[config.mk]
export PLATFORM = sky130hd
export DESIGN_NAME = can_fault_counters
export DESIGN_NICKNAME = d
export VERILOG_FILES = /design/src/rtl/cfc_pkg.sv /design/src/rtl/cfc_dom_run.sv /design/src/rtl/cfc_pending.sv /design/src/rtl/cfc_counters.sv /design/src/rtl/can_fault_counters.sv
export SDC_FILE = /design/constraint.sdc
export NUM_CORES = 1
export LEC_CHECK = 0
export BUFFER_PORTS_ARGS = -buffer_cell sky130_fd_sc_hd__buf_2
export CAP_MARGIN = 30
export CORE_MARGIN = 10
export CORE_UTILIZATION = 54
export CTS_CLUSTER_DIAMETER = 30
export DETAILED_ROUTE_END_ITERATION = 8
export HOLD_SLACK_MARGIN = 0.03
export PLACE_DENSITY = 0.84
export SLEW_MARGIN = 20
export SYNTH_ARGS = -nofsm -noshare
export SYNTH_HDL_FRONTEND = slang
export SYNTH_SLANG_ARGS = --single-unit
[constraint.sdc]
create_clock -name clk -period 3.83 [get_ports clk]
set_input_delay 0.1915 -clock clk [delete_from_list [all_inputs] [get_ports clk]]
set_output_delay 0.1915 -clock clk [all_outputs]
set_load 0.05 [all_outputs]
[src/rtl/cfc_pkg.sv]
package cfc_pkg;

  typedef enum logic [2:0] {
    ERR_BIT   = 3'd0,
    ERR_STUFF = 3'd1,
    ERR_CRC   = 3'd2,
    ERR_FORM  = 3'd3,
    ERR_ACK   = 3'd4
  } err_kind_e;

  typedef enum logic [1:0] {
    NODE_ACTIVE  = 2'd0,
    NODE_PASSIVE = 2'd1,
    NODE_BUSOFF  = 2'd2
  } node_state_e;

endpackage

[src/rtl/cfc_dom_run.sv]
// Tracks consecutive dominant bit times after a flag and emits a penalty
// strobe each time a run threshold is reached.
module cfc_dom_run #(
  parameter int FIRST_ACT = 14,
  parameter int FIRST_PAS = 8,
  parameter int REPEAT    = 8
) (
  input  logic clk,
  input  logic rst_n,
  input  logic stop_i,
  input  logic act_start_i,
  input  logic pas_start_i,
  input  logic flag_done_i,
  input  logic tick_i,
  input  logic dom_i,
  output logic pen_o
);

  localparam int MAXR = (FIRST_ACT > FIRST_PAS) ?
                        ((FIRST_ACT > REPEAT) ? FIRST_ACT : REPEAT) :
                        ((FIRST_PAS > REPEAT) ? FIRST_PAS : REPEAT);
  localparam int CW   = $clog2(MAXR + 1);

  logic          running;
  logic          armed;
  logic [CW-1:0] cnt;
  logic [CW-1:0] thr;
  logic [CW-1:0] cnt_nxt;
  logic          hit;

  assign cnt_nxt = cnt + CW'(1);
  assign hit     = running && tick_i && dom_i && (cnt_nxt == thr);
  assign pen_o   = hit;

  always_ff @(posedge clk or negedge rst_n) begin
    if (!rst_n) begin
      running <= 1'b0;
      armed   <= 1'b0;
      cnt     <= '0;
      thr     <= CW'(FIRST_ACT);
    end else if (stop_i) begin
      running <= 1'b0;
      armed   <= 1'b0;
      cnt     <= '0;
    end else if (act_start_i) begin
      running <= 1'b1;
      armed   <= 1'b0;
      cnt     <= '0;
      thr     <= CW'(FIRST_ACT);
    end else if (pas_start_i) begin
      running <= 1'b0;
      armed   <= 1'b1;
      cnt     <= '0;
    end else if (flag_done_i && armed) begin
      armed   <= 1'b0;
      running <= 1'b1;
      cnt     <= '0;
      thr     <= CW'(FIRST_PAS);
    end else if (running && tick_i) begin
      if (!dom_i) begin
        running <= 1'b0;
        cnt     <= '0;
      end else if (hit) begin
        cnt <= '0;
        thr <= CW'(REPEAT);
      end else begin
        cnt <= cnt_nxt;
      end
    end
  end

endmodule

[src/rtl/cfc_pending.sv]
// Classifies error events and accumulates the weighted penalties of one
// error frame until the delimiter commits them.
module cfc_pending
  import cfc_pkg::*;
#(
  parameter int PW  = 10,
  parameter int PEN = 8
) (
  input  logic          clk,
  input  logic          rst_n,
  input  logic          clr_i,
  input  logic          en_i,
  input  logic          err_det_i,
  input  err_kind_e     err_kind_i,
  input  logic          in_flag_i,
  input  logic          arb_stuff_i,
  input  logic          in_ifs_i,
  input  logic          is_tx_i,
  input  logic          passive_i,
  input  logic          flag_start_i,
  input  logic          flag_done_i,
  input  logic          tick_i,
  input  logic          dom_i,
  input  logic          run_pen_i,
  output logic [PW-1:0] pend_tec_o,
  output logic [PW-1:0] pend_rec_o,
  output logic          ovl_req_o
);

  logic          ev, is_bit, ev_ifs, ev_flag, ev_plain;
  logic          exc_arb, exc_ack;
  logic          ack_hold, flag_win, rx_watch, after_flag;
  logic          ack_dom, after_dom, pen_en;
  logic [2:0]    n_tec, n_rec;
  logic [PW-1:0] tec_add, rec_add;
  logic [PW-1:0] pend_tec, pend_rec;

  function automatic logic [PW-1:0] sat_add(input logic [PW-1:0] a,
                                            input logic [PW-1:0] b);
    logic [PW:0] s;
    s = {1'b0, a} + {1'b0, b};
    return s[PW] ? '1 : s[PW-1:0];
  endfunction

  assign ev       = en_i && err_det_i;
  assign is_bit   = (err_kind_i == ERR_BIT);
  assign ev_ifs   = ev && in_ifs_i && is_bit;
  assign ev_flag  = ev && !ev_ifs && in_flag_i && is_bit;
  assign ev_plain = ev && !ev_ifs && !ev_flag;
  assign exc_arb  = (err_kind_i == ERR_STUFF) && arb_stuff_i;
  assign exc_ack  = (err_kind_i == ERR_ACK) && passive_i;

  assign ack_dom   = en_i && ack_hold && flag_win && tick_i && dom_i;
  assign after_dom = en_i && after_flag && tick_i && dom_i;
  assign pen_en    = en_i && run_pen_i;

  always_comb begin
    n_tec = {2'b0, ev_flag && is_tx_i}
          + {2'b0, ev_plain && is_tx_i && !exc_arb && !exc_ack}
          + {2'b0, ack_dom}
          + {2'b0, pen_en && is_tx_i};
    n_rec = {2'b0, ev_flag && !is_tx_i}
          + {2'b0, after_dom}
          + {2'b0, pen_en && !is_tx_i};
    tec_add = PW'(n_tec) * PW'(PEN);
    rec_add = PW'(n_rec) * PW'(PEN) + PW'(ev_plain && !is_tx_i);
  end

  always_ff @(posedge clk or negedge rst_n) begin
    if (!rst_n) begin
      pend_tec   <= '0;
      pend_rec   <= '0;
      ack_hold   <= 1'b0;
      flag_win   <= 1'b0;
      rx_watch   <= 1'b0;
      after_flag <= 1'b0;
    end else if (clr_i) begin
      pend_tec   <= '0;
      pend_rec   <= '0;
      ack_hold   <= 1'b0;
      flag_win   <= 1'b0;
      rx_watch   <= 1'b0;
      after_flag <= 1'b0;
    end else if (en_i) begin
      pend_tec <= sat_add(pend_tec, tec_add);
      pend_rec <= sat_add(pend_rec, rec_add);
      if (ev_plain && is_tx_i && exc_ack && !exc_arb) ack_hold <= 1'b1;
      else if (ack_dom)                               ack_hold <= 1'b0;
      if (flag_start_i)     flag_win <= 1'b1;
      else if (flag_done_i) flag_win <= 1'b0;
      if (ev && !ev_ifs && !is_tx_i) rx_watch <= 1'b1;
      else if (flag_done_i)          rx_watch <= 1'b0;
      if (flag_done_i && rx_watch) after_flag <= 1'b1;
      else if (tick_i)             after_flag <= 1'b0;
    end
  end

  always_ff @(posedge clk or negedge rst_n) begin
    if (!rst_n) ovl_req_o <= 1'b0;
    else        ovl_req_o <= ev_ifs;
  end

  assign pend_tec_o = pend_tec;
  assign pend_rec_o = pend_rec;

endmodule

[src/rtl/cfc_counters.sv]
// Visible transmit/receive counts, receive-passive flag, bus-off latch
// and the derived node state.
module cfc_counters
  import cfc_pkg::*;
#(
  parameter int TEC_W     = 8,
  parameter int REC_W     = 7,
  parameter int PW        = 10,
  parameter int RX_RELOAD = 127,
  parameter int PASS_TEC  = 128
) (
  input  logic             clk,
  input  logic             rst_n,
  input  logic             clr_i,
  input  logic             commit_i,
  input  logic [PW-1:0]    pend_tec_i,
  input  logic [PW-1:0]    pend_rec_i,
  input  logic             tx_ok_i,
  input  logic             rx_ok_i,
  output logic [TEC_W-1:0] tec_o,
  output logic [REC_W-1:0] rec_o,
  output logic             rec_pass_o,
  output node_state_e      state_o
);

  localparam int TEC_MAX = (1 << TEC_W) - 1;
  localparam int REC_MAX = (1 << REC_W) - 1;
  localparam int SW      = PW + 1;

  logic [TEC_W-1:0] tec;
  logic [REC_W-1:0] rec;
  logic             pass;
  logic             boff;
  logic [SW-1:0]    tec_sum, rec_sum;

  assign tec_sum = SW'(tec) + SW'(pend_tec_i);
  assign rec_sum = SW'(rec) + SW'(pend_rec_i);

  always_ff @(posedge clk or negedge rst_n) begin
    if (!rst_n) begin
      tec  <= '0;
      rec  <= '0;
      pass <= 1'b0;
      boff <= 1'b0;
    end else if (clr_i) begin
      tec  <= '0;
      rec  <= '0;
      pass <= 1'b0;
      boff <= 1'b0;
    end else if (!boff) begin
      if (commit_i) begin
        if (tec_sum > SW'(TEC_MAX)) begin
          tec  <= TEC_W'(TEC_MAX);
          boff <= 1'b1;
        end else begin
          tec <= tec_sum[TEC_W-1:0];
        end
        if (!pass) begin
          if (rec_sum > SW'(REC_MAX)) begin
            rec  <= REC_W'(REC_MAX);
            pass <= 1'b1;
          end else begin
            rec <= rec_sum[REC_W-1:0];
          end
        end
      end else begin
        if (tx_ok_i && tec != '0) tec <= tec - TEC_W'(1);
        if (rx_ok_i) begin
          if (pass) begin
            pass <= 1'b0;
            rec  <= REC_W'(RX_RELOAD);
          end else if (rec != '0) begin
            rec <= rec - REC_W'(1);
          end
        end
      end
    end
  end

  always_comb begin
    if (boff)                                 state_o = NODE_BUSOFF;
    else if (pass || tec >= TEC_W'(PASS_TEC)) state_o = NODE_PASSIVE;
    else                                      state_o = NODE_ACTIVE;
  end

  assign tec_o      = tec;
  assign rec_o      = rec;
  assign rec_pass_o = pass;

endmodule

[src/rtl/can_fault_counters.sv]
module can_fault_counters
  import cfc_pkg::*;
#(
  parameter int TEC_W     = 8,
  parameter int REC_W     = 7,
  parameter int PENALTY   = 8,
  parameter int ACT_RUN   = 14,
  parameter int PAS_RUN   = 8,
  parameter int REP_RUN   = 8,
  parameter int RX_RELOAD = 127
) (
  input  logic             clk,
  input  logic             rst_n,
  input  logic             cnt_clear_i,
  input  logic             is_tx_i,
  input  logic             err_det_i,
  input  logic [2:0]       err_kind_i,
  input  logic             err_in_flag_i,
  input  logic             err_arb_stuff_i,
  input  logic             err_in_ifs_i,
  input  logic             flag_start_i,
  input  logic             flag_passive_i,
  input  logic             flag_done_i,
  input  logic             bit_tick_i,
  input  logic             bus_dom_i,
  input  logic             delim_i,
  input  logic             tx_ok_i,
  input  logic             rx_ok_i,
  output logic [TEC_W-1:0] tec_o,
  output logic [REC_W-1:0] rec_o,
  output logic             rec_pass_o,
  output logic             err_active_o,
  output logic             err_passive_o,
  output logic             bus_off_o,
  output logic             ovl_req_o
);

  localparam int PW       = TEC_W + 2;
  localparam int PASS_TEC = 1 << (TEC_W - 1);

  node_state_e   state;
  logic          en;
  logic          run_pen;
  logic [PW-1:0] pend_tec, pend_rec;

  assign en            = (state != NODE_BUSOFF);
  assign err_active_o  = (state == NODE_ACTIVE);
  assign err_passive_o = (state == NODE_PASSIVE);
  assign bus_off_o     = (state == NODE_BUSOFF);

  cfc_dom_run #(
    .FIRST_ACT (ACT_RUN),
    .FIRST_PAS (PAS_RUN),
    .REPEAT    (REP_RUN)
  ) u_run (
    .clk         (clk),
    .rst_n       (rst_n),
    .stop_i      (delim_i || cnt_clear_i || !en),
    .act_start_i (flag_start_i && !flag_passive_i),
    .pas_start_i (flag_start_i && flag_passive_i),
    .flag_done_i (flag_done_i),
    .tick_i      (bit_tick_i),
    .dom_i       (bus_dom_i),
    .pen_o       (run_pen)
  );

  cfc_pending #(
    .PW  (PW),
    .PEN (PENALTY)
  ) u_pend (
    .clk          (clk),
    .rst_n        (rst_n),
    .clr_i        (delim_i || cnt_clear_i),
    .en_i         (en),
    .err_det_i    (err_det_i),
    .err_kind_i   (err_kind_e'(err_kind_i)),
    .in_flag_i    (err_in_flag_i),
    .arb_stuff_i  (err_arb_stuff_i),
    .in_ifs_i     (err_in_ifs_i),
    .is_tx_i      (is_tx_i),
    .passive_i    (state == NODE_PASSIVE),
    .flag_start_i (flag_start_i),
    .flag_done_i  (flag_done_i),
    .tick_i       (bit_tick_i),
    .dom_i        (bus_dom_i),
    .run_pen_i    (run_pen),
    .pend_tec_o   (pend_tec),
    .pend_rec_o   (pend_rec),
    .ovl_req_o    (ovl_req_o)
  );

  cfc_counters #(
    .TEC_W     (TEC_W),
    .REC_W     (REC_W),
    .PW        (PW),
    .RX_RELOAD (RX_RELOAD),
    .PASS_TEC  (PASS_TEC)
  ) u_cnt (
    .clk        (clk),
    .rst_n      (rst_n),
    .clr_i      (cnt_clear_i),
    .commit_i   (delim_i),
    .pend_tec_i (pend_tec),
    .pend_rec_i (pend_rec),
    .tx_ok_i    (tx_ok_i),
    .rx_ok_i    (rx_ok_i),
    .tec_o      (tec_o),
    .rec_o      (rec_o),
    .rec_pass_o (rec_pass_o),
    .state_o    (state)
  );

endmodule

==> run summary, run 1 <==
Status - completed
Initial antenna violation count - 0
EDFF count, synth - 0
Drt drc - 0
Tmin final - 3624 ps
Post-synth net total - 482
Largest net degree at the start of global routing - 29
PwrDens - 369.6 mW/mm^2
Final hold viol count - 0
Final wirelength - 9814 um
Worst Clk Skew - 12.12 ps
Vias in the first global route - 3497
CP required - 4050 ps
Area grow syn2layout - 14.61%
DRT Pass-1 Iters - 5
Endpoints failing setup - 0
Placement Setup Slack - -82.22 ps
Post-Synth Simple-Gate Area - 18.87%
Synth Area in Compound Gates - 24.56%
Fin. max-slew vios - 0
Row count - 29
CTS Buf Count - 5
Antenna Nets Post-Route - 0
Warnings from Yosys - 0
Tot GR Track Use - 18.97%
Post-DR wirelength/cell - 17.88 um
Flops & latches, synth - 47
Clock input transition at the sequential cells of the worst setup and hold paths - 100 ps
Final core utilization - 64.72%
MaxCap Viol Count - 0
Synth unique cells - 56
Die Ht - 102.2 um
Setup crit start kind - register
Syn Inst Count - 426
Fin cells - 549
Fmax achieved - 0.2759 GHz
Via density per instance - 6.368
Cell count after placement - 539
I/O Buffers - 38
Largest family of logic cells by synthesized area - compound AO/OA/AOI/OAI gates
WS Path Type - register to register
Leakage power - 1.981 nW
Die area - 0.01044 mm^2
Gp weighted congestion - 0.9177
Antenna Cells - 0
Net count, final - 527
Clk root buf - clkbuf_8
Cell Area, Synth - 0.003647 mm^2
Register area share after synthesis - 32.28%
DRT iter0 DRCs - 265
Final Worst Setup Slack - 205.6 ps
Xor/xnor share of the synthesized area - 5.763%
FILL cells - 531
Layout cells sized above 1 - 16.31%
HP Class - input pin to register
TritonCTS Sinks - 47
Final HPWL DP - 7353 um
Worst-path fanout max - 3
Peak VDD IR - 0.3331 mV
Chip width - 102.2 um
Slew @ Worst Pin - 809.0 ps
First-pass GRT wire length - 16270 um
CTS Buffer Depth - 2
Total gr overflow - 0
Async set or reset register ratio after synthesis - 100.0%
Mean Syn Cell Area - 8.562 um^2
Proportion of synthesized area in mux cells - 1.407%
Adder-cell area share of the yosys netlist - 13.72%
Core area - 0.006459 mm^2
Worst-Skew Late Latency - 320 ps
H-tree depth - 2
CP Capture Type - register
Most used flip-flop cell after synthesis - dfrtp_1
Tcrit/Tclk final - 94.63%
I/O pin total - 39
CTS tree - built
Routed vias - 3496
Critical path arrival - 3850 ps
Max_slew headroom - 46.07%
Starting Density - 56.47%
flip-flops by register name, summed over array words and instances, names as in the netlist, 4 cells and up:
register / cells
u_cnt.rec_o: 7
u_cnt.tec_o: 8
u_pend.pend_rec_o: 10
u_pend.pend_tec_o: 8
u_run.cnt: 4
worst max-delay path, cell delays in order (launching register included):
cell      delay (ps)
dfrtp_1          410
ha_1             230
xor2_1           180
or3_1            330
a211oi_2         240
nand2_2          130
nor3_4           190
fa_1             490
ha_4             300
buf_4            110
a41oi_1           80
o21bai_1         220
a21oi_1          140
nor2_2           140
a31oi_1          110
a211oi_1         230
layout make-up:
type / instances / area (um^2) / share of cell area (%)
Timing Repair Buffer: 50 / 302.8 / 7.243
Multi-Input combinational cell: 346 / 2412 / 57.71
Inverter: 21 / 78.83 / 1.886
Tap cell: 77 / 96.34 / 2.305
Clock inverter: 3 / 43.79 / 1.048
Clock buffer: 5 / 68.82 / 1.646
Sequential cell: 47 / 1177 / 28.17
through the flow:
stage,total power [mW],hold WS (ps),cell area [um^2],TNS (ps)
final,1.545,109.6,4180,0
after global routing,1.629,110.1,4180,-6.081
after CTS,1.540,106.6,4129,0
after detailed placement,1.161,278.8,3995,-82.22
after global placement,1.134,435.8,3968,0
after floorplan,1.007,-104.1,3659,0
routing by layer:
metal  global-route usage, %  vias to the layer above  routed length, um  share of wire [%]
met4                   7.592                        0                250                2.5
met3                   2.767                       27                544                5.5
met1                   23.03                     1698               4022                 41
li1                        -                     1646                  -                  -
met5                       0                        -                  0                  0
met2                   32.99                      125               4996                 51
synth_stat cells, types with 2 or more instances:
library cell / number / area, um^2
and2_1: 3 / 18.77
nor2_1: 33 / 123.9
nor3b_1: 5 / 37.54
a21o_1: 9 / 67.56
o21ai_1: 8 / 40.04
a211oi_1: 6 / 45.04
nor4_1: 2 / 12.51
o21ai_0: 31 / 155.2
xnor2_1: 15 / 131.4
mux2i_1: 4 / 40.04
clkbuf_1: 12 / 45.04
a41oi_1: 2 / 17.52
a21oi_1: 36 / 180.2
o221ai_1: 2 / 17.52
o31a_1: 2 / 17.52
and3_1: 5 / 31.28
ha_1: 32 / 400.4
o22ai_1: 5 / 31.28
inv_1: 21 / 78.83
nand2b_1: 4 / 25.02
xor2_1: 9 / 78.83
o21bai_1: 3 / 22.52
o211ai_1: 3 / 22.52
nor3_1: 17 / 85.08
nand2_1: 35 / 131.4
or3_1: 3 / 18.77
a221oi_1: 2 / 17.52
nand3b_1: 2 / 15.01
o21a_1: 7 / 52.55
dfrtp_1: 46 / 1151
fa_1: 5 / 100.1
a22oi_1: 3 / 22.52
nor2b_1: 5 / 31.28
a22o_1: 2 / 17.52
a211o_1: 2 / 17.52
a31oi_1: 11 / 68.82
nand3_1: 15 / 75.07
timing repair:
item / 4_1_cts / 5_1_grt
setup buffers: 0 / 1
pin swaps: 0 / 2
hold buffers: 1 / 0
setup endpoints to repair: 9 / 16
hold endpoints to repair: 27 / 0
gates resized for setup: 3 / 8
final timing paths:
check,cells after the start,startpoint,to,slack (ps)
max in group asynchronous,3,rst_n,u_run.thr[1],2750
min,2,flag_passive_i,u_run.running,110
max,15,u_run.cnt[1],u_pend.pend_rec_o[9],210
min in group asynchronous,2,rst_n,u_cnt.rec_pass_o,450
min reg2reg,2,u_pend.rx_watch,u_pend.rx_watch,530
max reg2reg,15,u_run.cnt[1],u_pend.pend_rec_o[9],210
cells in the final DEF (no fill, tap or decap), types with 2 or more instances in the layout:
cell type,instances
a22oi_1,3
a21o_1,9
a2111oi_2,2
nand3b_1,2
buf_4,10
nand2_1,34
o211ai_1,3
o21ai_0,31
o31a_1,2
a41oi_1,2
nor3_1,16
nor2_1,32
buf_2,38
xnor2_1,15
a211oi_1,5
clkbuf_8,5
nand2b_1,4
ha_1,31
o22ai_1,5
fa_1,5
dfrtp_1,46
a22o_1,2
o221ai_1,2
o21ai_1,8
o21bai_1,3
nor4_1,2
inv_1,21
nor2b_1,5
a211o_1,2
a31oi_1,10
and3_1,5
o21a_1,7
a221oi_1,2
a21oi_1,34
nor3b_1,4
mux2i_1,4
and2_1,3
xor2_1,9
or3_1,3
nand3_1,15
power breakdown:
part	leakage, nW	total [mW]	internal [mW]	switching [mW]
Combinational	1.28	0.560	0.193	0.367
Sequential	0.639	0.602	0.534	0.0678
Clock	0.0581	0.383	0.195	0.188
Total	1.98	1.55	0.922	0.623
logic make-up (layout without fill, tap and decap cells):
group           Yosys count  count (layout)
mux                       5               5
flops                    47              47
simple gates            139             139
xor+xnor                 24              24
buf+inv                  33              79
compound gates          141             141
fa+ha+maj                37              37
(Power assumes the default switching activity.)
==> inputs of run 2 (changes only) <==
- BUFFER_PORTS_ARGS: -buffer_cell sky130_fd_sc_hd__buf_2 -> -buffer_cell sky130_fd_sc_hd__buf_4
- clock period: 3.83 -> 3.1 ns (I/O delays scaled with it)
==> run 2 against run 1 <==
Net effect: the flow now finishes with violations (negative setup slack); hold slack worse by 42 ps; critical path depth stayed put; die area stayed put; clock skew down 5.8 ps; design area is 9.3% higher; critical path type unchanged; critical endpoint is now u_pend.pend_tec_o[5]; largest power group unchanged.
==> run summary, run 2 (synthesis results as in run 1) <==
Status - complete, but fails checks
CTS tree - built
Worst-path cell chain - ha_2, xor2_1, or3_1, a211oi_2, nand2_2, buf_6, nor3b_4, fa_2, ha_4, fa_2, buf_4, xnor2_2, nor2_1, a21oi_1, o21ai_1
Fmax achieved - 0.2840 GHz
Hold Path Depth - 2
Antenna Cells - 0
Worst Clk Skew - 6.306 ps
Final HPWL DP - 7160 um
Gp weighted congestion - 0.9107
Antenna Nets Post-Route - 0
DRT Pass-1 Iters - 5
Core area - 0.006459 mm^2
Worst-path fanout max - 2
Depth of the most critical reg-to-reg path - 15
Tmin final - 3521 ps
DRT iter0 DRCs - 215
Fin. max-slew vios - 0
PwrDens - 404.7 mW/mm^2
Failing checks - negative setup slack
Die Ht - 102.2 um
Vias in the first global route - 3524
Flip-flop count of the largest register after layout - 10
Peak VDD IR - 0.1951 mV
Clock network power share - 20.2%
Tcrit/Tclk final - 113.6%
Tot GR Track Use - 18.85%
HP Class - input pin to register
Drt drc - 0
Critical path arrival - 3710 ps
FILL cells - 480
Largest net degree at the start of global routing - 48
Setup crit start kind - register
I/O Buffers - 38
Layout cells sized above 1 - 24.80%
Placement Setup Slack - -419.6 ps
Post-DR wirelength/cell - 17.51 um
I/O pin total - 39
Switching pwr - 0.7528 mW
Slew @ Worst Pin - 631.1 ps
WS Path Type - register to register
CP Capture Type - register
Final Worst Setup Slack - -421.3 ps
First-pass GRT wire length - 16200 um
Endpoints failing setup - 18
MaxCap Viol Count - 0
CTS Buffer Depth - 2
Final hold viol count - 0
Clk root buf - clkbuf_8
Commonest non-fill, non-tap cell in the layout - buf_4
Max_slew headroom - 57.84%
CP max stage delay - 470 ps
Die area - 0.01044 mm^2
Area grow syn2layout - 25.25%
Sw Share - 40.72%
Net count, final - 547
Worst-Skew Late Latency - 300 ps
Reg power frac - 40.0%
Worst path most repeated cell - fa_2
RSZ-0062 raised after global routing - yes
Row count - 29
Register area - 0.001180 mm^2
Design Power - 1.849 mW
Via density per instance - 6.293
TritonCTS Sinks - 47
H-tree depth - 2
Total gr overflow - 0
Starting Density - 56.47%
CP max-delay cell - fa_2
CTS Buf Count - 5
Leakage power - 2.073 nW
Area of the multi-input gates - 0.002589 mm^2
Commonest non-fill, non-tap cells in the layout - 66 x buf_4, 44 x dfrtp_1, 34 x nand2_1, 30 x nor2_1, 28 x a21oi_1
Clock input transition at the sequential cells of the worst setup and hold paths - 80 ps
Final wirelength - 9964 um
Routed vias - 3581
CP required - 3280 ps
Chip width - 102.2 um
Logic pwr share - 39.8%
Internal power - 1.096 mW
Initial antenna violation count - 0
[run 2: cell count changes in the layout (fill, tap and decap cells not counted), sizes merged]
cell    change
bufinv      -1
clkbuf      +3
clkinv      -2
buf        +20
[run 2: layout make-up]
class / instances / share of cell area, %
Clock buffer: 8 / 1.753
Multi-Input combinational cell: 346 / 56.67
Inverter: 21 / 1.835
Sequential cell: 47 / 25.83
Tap cell: 77 / 2.109
Timing Repair Buffer: 70 / 11.80
[run 2: per-layer routing]
layer	up-vias	track usage, %	wire length [um]
met4	0	7.918	237
met3	29	3.711	505
li1	1689	-	-
met5	-	0	0
met1	1749	23.82	4454
met2	114	30.77	4767
[run 2: power by group through the flow]
stage,sequential (mW),combinational [mW],clock [mW]
after floorplan,0.880,0.365,0
after global placement,0.748,0.701,0
after detailed placement,0.752,0.721,0
after CTS,0.739,0.727,0.372
after global routing,0.749,0.799,0.400
final,0.740,0.735,0.373
[run 2: worst paths after layout]
check,startpoint,end,slack (ps)
worst max-delay path,u_run.cnt[1],u_pend.pend_tec_o[5],-420
worst min-delay path,flag_passive_i,u_run.running,70
worst max register to register,u_run.cnt[1],u_pend.pend_tec_o[5],-420
worst min register to register,u_pend.rx_watch,u_pend.rx_watch,530
max in group asynchronous,rst_n,u_cnt.tec_o[7],2270
min in group asynchronous,rst_n,u_cnt.rec_o[3],400
[run 2: worst max-delay path, delay by kind of cell, from the launching register on]
| kind | cells | cell delay, ps |
|---|---|---|
| buffers and inverters | 2 | 290 |
| and+or+nand+nor | 4 | 720 |
| xor gates and xnor gates | 2 | 290 |
| AOI/OAI and AO/OA | 3 | 520 |
| adders and majority gates | 4 | 1200 |
| DFF | 1 | 390 |
[run 2: what timing repair did]
| item | CTS | global route |
|---|---|---|
| pin swaps | 9 | 8 |
| resized for setup | 13 | 19 |
| hold endpoints to repair | 46 | 0 |
| endpoints found under the setup margin | 18 | 18 |
| hold buffers | 1 | 0 |
| buffers inserted | 7 | 2 |
[run 2: stage by stage]
stage / TNS, ps / cells / cell area, um^2 / util, % / hold slack, ps
CTS: -4150 / 567 / 4458 / 69.02 / 61.78
floorplan: -2967 / 426 / 3766 / - / -140.6
global placement: -3692 / 551 / 4258 / 65.92 / 206.2
finish: -5377 / 569 / 4568 / 70.73 / 67.84
detailed placement: -5672 / 551 / 4258 / 65.92 / 210.0
global route: -8714 / 569 / 4568 / 70.73 / 63.41
